--- config.mk ---
export PLATFORM = sky130hd
export DESIGN_NAME = framed_word_rx
export DESIGN_NICKNAME = d
export VERILOG_FILES = /design/src/rtl/framed_word_rx_pkg.sv /design/src/rtl/rx_sync.sv /design/src/rtl/rx_window_ctr.sv /design/src/rtl/framed_word_rx.sv
export SDC_FILE = /design/constraint.sdc
export NUM_CORES = 1
export LEC_CHECK = 0
export BUFFER_PORTS_ARGS = -buffer_cell sky130_fd_sc_hd__buf_2
export CAP_MARGIN = 20
export CORE_ASPECT_RATIO = 1.1
export CORE_MARGIN = 10
export CORE_UTILIZATION = 52
export DETAILED_ROUTE_END_ITERATION = 7
export PLACE_DENSITY = 0.87
export SYNTH_ARGS = -nofsm -noshare
export SYNTH_HDL_FRONTEND = slang
export SYNTH_SLANG_ARGS = --single-unit
--- constraint.sdc ---
create_clock -name clk -period 1.9 [get_ports clk]
set_input_delay 0.285 -clock clk [delete_from_list [all_inputs] [get_ports clk]]
set_output_delay 0.285 -clock clk [all_outputs]
set_load 0.1 [all_outputs]
--- src/rtl/framed_word_rx_pkg.sv ---
package framed_word_rx_pkg;

    typedef enum logic [1:0] {
        ST_IDLE   = 2'd0,
        ST_HUNT   = 2'd1,
        ST_DATA   = 2'd2,
        ST_FINISH = 2'd3
    } rx_state_e;

endpackage

--- src/rtl/rx_sync.sv ---
module rx_sync #(
    parameter int STAGES = 2
) (
    input  logic clk,
    input  logic rst_n,
    input  logic d_in,
    output logic d_out
);

    logic [STAGES-1:0] q;

    always_ff @(posedge clk or negedge rst_n) begin
        if (!rst_n) begin
            q <= '0;
        end else begin
            q <= {q[STAGES-2:0], d_in};
        end
    end

    assign d_out = q[STAGES-1];

endmodule

--- src/rtl/rx_window_ctr.sv ---
module rx_window_ctr #(
    parameter int WINDOW = 64
) (
    input  logic clk,
    input  logic rst_n,
    input  logic clear,
    input  logic step,
    output logic last
);

    localparam int CW = (WINDOW > 1) ? $clog2(WINDOW) : 1;

    logic [CW-1:0] cnt_q;

    always_ff @(posedge clk or negedge rst_n) begin
        if (!rst_n) begin
            cnt_q <= '0;
        end else if (clear) begin
            cnt_q <= '0;
        end else if (step) begin
            cnt_q <= cnt_q + 1'b1;
        end
    end

    assign last = step && (cnt_q == CW'(WINDOW - 1));

    // the state machine must stop stepping once the final window bit is consumed
    AST_WINDOW_END: assert property (@(posedge clk) disable iff (!rst_n)
        (step && cnt_q == CW'(WINDOW - 1)) |=> !step);

endmodule

--- src/rtl/framed_word_rx.sv ---
module framed_word_rx
    import framed_word_rx_pkg::*;
#(
    parameter int WORD_W      = 32,
    parameter int WINDOW      = 64,
    parameter int SYNC_STAGES = 2
) (
    input  logic              clk,
    input  logic              rst_n,
    input  logic              cmd_a,
    input  logic              cmd_b,
    input  logic              line_a,
    input  logic              line_b,
    output logic              busy,
    output logic              done,
    output logic [WORD_W-1:0] rx_word,
    output logic              timeout_flag
);

    localparam int NUM_PORTS = 2;
    localparam int BCW       = $clog2(WORD_W);

    rx_state_e         state_q, state_d;
    logic [NUM_PORTS-1:0] line_vec, sync_vec;
    logic              port_q;
    logic [1:0]        hdr_q;
    logic [BCW-1:0]    bit_cnt_q;
    logic [WORD_W-1:0] shreg_q, word_q;
    logic              flag_q;
    logic              bit_in, accept, win_last, pay_last;

    assign line_vec = {line_b, line_a};

    for (genvar p = 0; p < NUM_PORTS; p++) begin : g_sync
        rx_sync #(.STAGES(SYNC_STAGES)) u_sync (
            .clk   (clk),
            .rst_n (rst_n),
            .d_in  (line_vec[p]),
            .d_out (sync_vec[p])
        );
    end

    assign bit_in   = sync_vec[port_q];
    assign accept   = (state_q == ST_IDLE) && (cmd_a || cmd_b);
    assign pay_last = (state_q == ST_DATA) && (bit_cnt_q == BCW'(WORD_W - 1));

    rx_window_ctr #(.WINDOW(WINDOW)) u_window (
        .clk   (clk),
        .rst_n (rst_n),
        .clear (accept),
        .step  (busy),
        .last  (win_last)
    );

    // state register
    always_ff @(posedge clk or negedge rst_n) begin
        if (!rst_n) begin
            state_q <= ST_IDLE;
        end else begin
            state_q <= state_d;
        end
    end

    // next state
    always_comb begin
        state_d = state_q;
        unique case (state_q)
            ST_IDLE:   if (cmd_a || cmd_b) state_d = ST_HUNT;
            ST_HUNT: begin
                if (win_last)                           state_d = ST_FINISH;
                else if (hdr_q == 2'd2 && !bit_in)      state_d = ST_DATA;
            end
            ST_DATA:   if (pay_last || win_last) state_d = ST_FINISH;
            ST_FINISH: state_d = ST_IDLE;
            default:   state_d = ST_IDLE;
        endcase
    end

    // outputs
    always_comb begin
        busy         = (state_q == ST_HUNT) || (state_q == ST_DATA);
        done         = (state_q == ST_FINISH);
        rx_word      = word_q;
        timeout_flag = flag_q;
    end

    // datapath: header matcher, payload shifter, result
    always_ff @(posedge clk or negedge rst_n) begin
        if (!rst_n) begin
            port_q    <= 1'b0;
            hdr_q     <= 2'd0;
            bit_cnt_q <= '0;
            shreg_q   <= '0;
            word_q    <= '0;
            flag_q    <= 1'b0;
        end else begin
            if (accept) begin
                port_q    <= ~cmd_a;
                hdr_q     <= 2'd0;
                bit_cnt_q <= '0;
            end else if (state_q == ST_HUNT) begin
                if (bit_in == (hdr_q == 2'd1)) begin
                    hdr_q <= hdr_q + 2'd1;
                end else begin
                    hdr_q <= bit_in ? 2'd0 : 2'd1;
                end
            end else if (state_q == ST_DATA) begin
                shreg_q   <= {shreg_q[WORD_W-2:0], bit_in};
                bit_cnt_q <= bit_cnt_q + 1'b1;
            end

            if (pay_last) begin
                word_q <= {shreg_q[WORD_W-2:0], bit_in};
                flag_q <= 1'b0;
            end else if (win_last) begin
                word_q <= '0;
                flag_q <= 1'b1;
            end
        end
    end

    AST_DONE_PULSE: assert property (@(posedge clk) disable iff (!rst_n)
        done |=> !done);
    AST_DONE_IDLE_BUSY: assert property (@(posedge clk) disable iff (!rst_n)
        done |-> !busy);
    AST_TIMEOUT_ZERO: assert property (@(posedge clk) disable iff (!rst_n)
        (done && timeout_flag) |-> (rx_word == '0));
    AST_RESULT_HOLD: assert property (@(posedge clk) disable iff (!rst_n)
        !done |-> ($stable(rx_word) && $stable(timeout_flag)));
    AST_BUSY_FROM_CMD: assert property (@(posedge clk) disable iff (!rst_n)
        $rose(busy) |-> $past(cmd_a || cmd_b));
    AST_NO_RESTART: assert property (@(posedge clk) disable iff (!rst_n)
        busy |=> (busy || done));

endmodule

==> impl_metrics.env <==
export IMPL_status="complete, no violations"
export IMPL_required_ps=2140
export IMPL_synthDominantCellAreaShare_pct=60.2
export IMPL_grt_util_met3_pct=4.27
export IMPL_nNetsFinal=372
export IMPL_crit_type="flop to flop"
export IMPL_drt_initial_drc_count=152
export IMPL_fmax_ghz=0.551
export IMPL_avgSynthCellArea_um2=11.3
export IMPL_syn_inst=308
export IMPL_grt_overflow=0
export IMPL_clock_root_buffer="clkbuf_8"
export IMPL_drcViolationCount=0
export IMPL_period_share_pct=95.4
export IMPL_grt_max_degree=60
export IMPL_grt_usage_pct=13.5
export IMPL_setup_ws_ps=86.5
export IMPL_final_common_cell="dfrtp_1"
export IMPL_vias=2354
export IMPL_final_cell_mix="dfrtp_1 (84), nand2_1 (68), buf_2 (38), nand3_1 (33), mux2_2 (29)"
export IMPL_totalWireLength_um=6800
export IMPL_yosysUniqueCellTypes=36
export IMPL_finalSetupViolations=0
export IMPL_viasPerCell=5.33
export IMPL_insertion_delay_ps=360
export IMPL_synth_area_um2=3490
export IMPL_cts_clk_slew_worst_paths_ps=80
export IMPL_syn2layout_area_growth_pct=15.8
export IMPL_arrival_ps=2050
export IMPL_ys_warn_count=0
export IMPL_met1_usage_pct=15.1
export IMPL_hold_path_class="input pin to flop"
export IMPL_top_usage_layer="met2"
export IMPL_wire_per_inst_um=15.4
export IMPL_worst_clock_skew_ps=13.7
export IMPL_drive_above_1_share_pct=28.9
export IMPL_grt_pass1_vias=2497
export IMPL_endpoint_kind="flop"
export IMPL_final_antenna_net_count=0
export IMPL_grt_antenna_before_repair=0
export IMPL_dieWidth_um=98.2
export IMPL_synth_largest_area_cell="dfrtp_1"
export IMPL_synth_seq_cells=84
export IMPL_die_area_um2=10400
export IMPL_start_util_pct=53.3
export IMPL_yosys_top_cells_area="dfrtp_1 (60%), mux2_2 (9.3%), nand2_1 (7.3%), nand3_1 (4.7%), ha_1 (3.9%)"
export IMPL_hold_viol_final=0
export IMPL_clkSinkCount=84
export IMPL_routabilityCongestion=0.798
export IMPL_fp_row_count=31
export IMPL_cap_violations=0
export IMPL_pre_cts_slack_ps=38.1
export IMPL_synth_edf_count=0
export IMPL_final_fill_count=512
export IMPL_synth_top_flop_cell="dfrtp_1"
export IMPL_antenna_cells=0
export IMPL_first_pass_iters=4
export IMPL_grt_pass1_wl_um=11700
export IMPL_relSlewSlack_pct=66.3
export IMPL_clockBufferDepth=2
export IMPL_start_kind="flop"
export IMPL_synth_nets=325
export IMPL_io_pins=41
export IMPL_fin_crit_ps=1810
export IMPL_crit_fanout=4
export IMPL_place_hpwl_um=4750
export IMPL_worst_pin_slew_ps=508
export IMPL_gr_usage_met2_pct=22.4
export IMPL_cts_tree="done"
export IMPL_peakVddDrop_mv=0.661
export IMPL_cts_buffers=9
export IMPL_power_total_mw=5.30
export IMPL_htree_levels=3
export IMPL_p_per_area_nw_per_um2=1310
export IMPL_rsz0062_at_grt="no"
export IMPL_chipHeight_um=106
export IMPL_async_flop_share_pct=100
export IMPL_coreArea_um2=6560
export IMPL_port_buffers=40
export IMPL_drv_slew=0
export IMPL_power_leakage_nw=2.15
export IMPL_yosysSeqAreaShare_pct=60.2
-- logic make-up (layout without fill, tap and decap cells) --
| group | count (synthesis) | count (layout) | share of synthesized area, % |
|---|---|---|---|
| and+or+nand+nor | 124 | 124 | 15.7 |
| DFF | 84 | 84 | 60.2 |
| xor gates and xnor gates | 5 | 5 | 1.25 |
| buffers and inverters | 24 | 76 | 3.15 |
| muxes | 34 | 34 | 11.0 |
| AOI/OAI and AO/OA | 26 | 26 | 4.80 |
| adders and majority gates | 11 | 11 | 3.94 |
-- Yosys cell counts, drive strengths merged, types with 2 or more instances --
cell	n
dfrtp	84
nand2	68
nand3	33
mux2	32
nor2	12
ha	11
buf	10
o21ai	9
clkbuf	7
inv	7
a21oi	6
xor2	4
nand4	3
a211oi	2
a22o	2
a22oi	2
mux2i	2
nor2b	2
o21bai	2
-- layer usage --
metal  up-vias  wire length [µm]
met3        14               376
met5         -                 0
met1      1166              2740
met4         0               162
met2        51              3520
li1       1123                 -
-- stage by stage --
stage / area [µm²] / TNS (ps) / hold slack, ps / utilization, % / cells
floorplan: 3510 / -1520 / -10.6 / - / 308
global placement: 3830 / 0 / 212 / 58.5 / 424
detailed placement: 3830 / 0 / 221 / 58.5 / 424
CTS: 4030 / 0 / 18.2 / 61.4 / 441
global route: 4050 / 0 / 15.3 / 61.7 / 442
finish: 4050 / 0 / 35.3 / 61.7 / 442
-- final cells by class --
type                            count  area (µm²)  share of cell area [%]
Inverter                            7        26.3                   0.650
Sequential cell                    84        2100                    52.0
Multi-Input combinational cell    200        1300                    32.1
Timing Repair Buffer               53         334                    8.26
Clock buffer                        9         124                    3.06
Tap cell                           82         103                    2.54
Clock inverter                      7        56.3                    1.39
-- worst paths after layout --
check / startpoint / end / slack [ps] / cells after the start
worst max-delay path: bit_cnt_q[0]$_DFFE_PN0P_ / state_q[1]$_DFFE_PN0P_ / 90 / 6
worst min-delay path: line_b / g_sync[1].u_sync.q[0]$_DFF_PN0_ / 40 / 1
worst max register to register: bit_cnt_q[0]$_DFFE_PN0P_ / state_q[1]$_DFFE_PN0P_ / 90 / 6
worst min register to register: g_sync[0].u_sync.q[0]$_DFF_PN0_ / g_sync[0].u_sync.q[1]$_DFF_PN0_ / 350 / 0
max in group asynchronous: rst_n / rx_word[24]$_DFFE_PN0P_ / 920 / 3
min in group asynchronous: rst_n / u_window.cnt_q[4]$_DFFE_PN0P_ / 380 / 2
-- worst max-delay path, cell delays in order, from the launching register on --
cell,delay [ps]
dfrtp_1,410
ha_1,250
and3_1,200
ha_1,230
o221ai_2,220
a22oi_2,80
mux2_1,310
-- state kept, by name, summed over array words and instances, names as in the netlist --
| register | cells |
|---|---|
| hdr_q | 2 |
| shreg_q | 31 |
| state_q | 2 |
| timeout_flag | 1 |
| u_window.cnt_q | 6 |
| bit_cnt_q | 5 |
| rx_word | 32 |
| port_q | 1 |
| g_sync.u_sync.q | 4 |
-- power by group --
part           switching [mW]  internal (mW)
registers               0.238           2.10
logic                   0.982          0.807
clock network           0.673          0.493
total                    1.89           3.40
-- repair_timing --
item                       CTS  global route
setup endpoints to repair    1             2
gates resized for setup      1             2
gates cloned                 0             0
pin swaps                    0             1
hold endpoints to repair    25             0
hold buffers                 1             0
setup buffers                0             1
No activity file was read; power rests on OpenSTA's default activity.
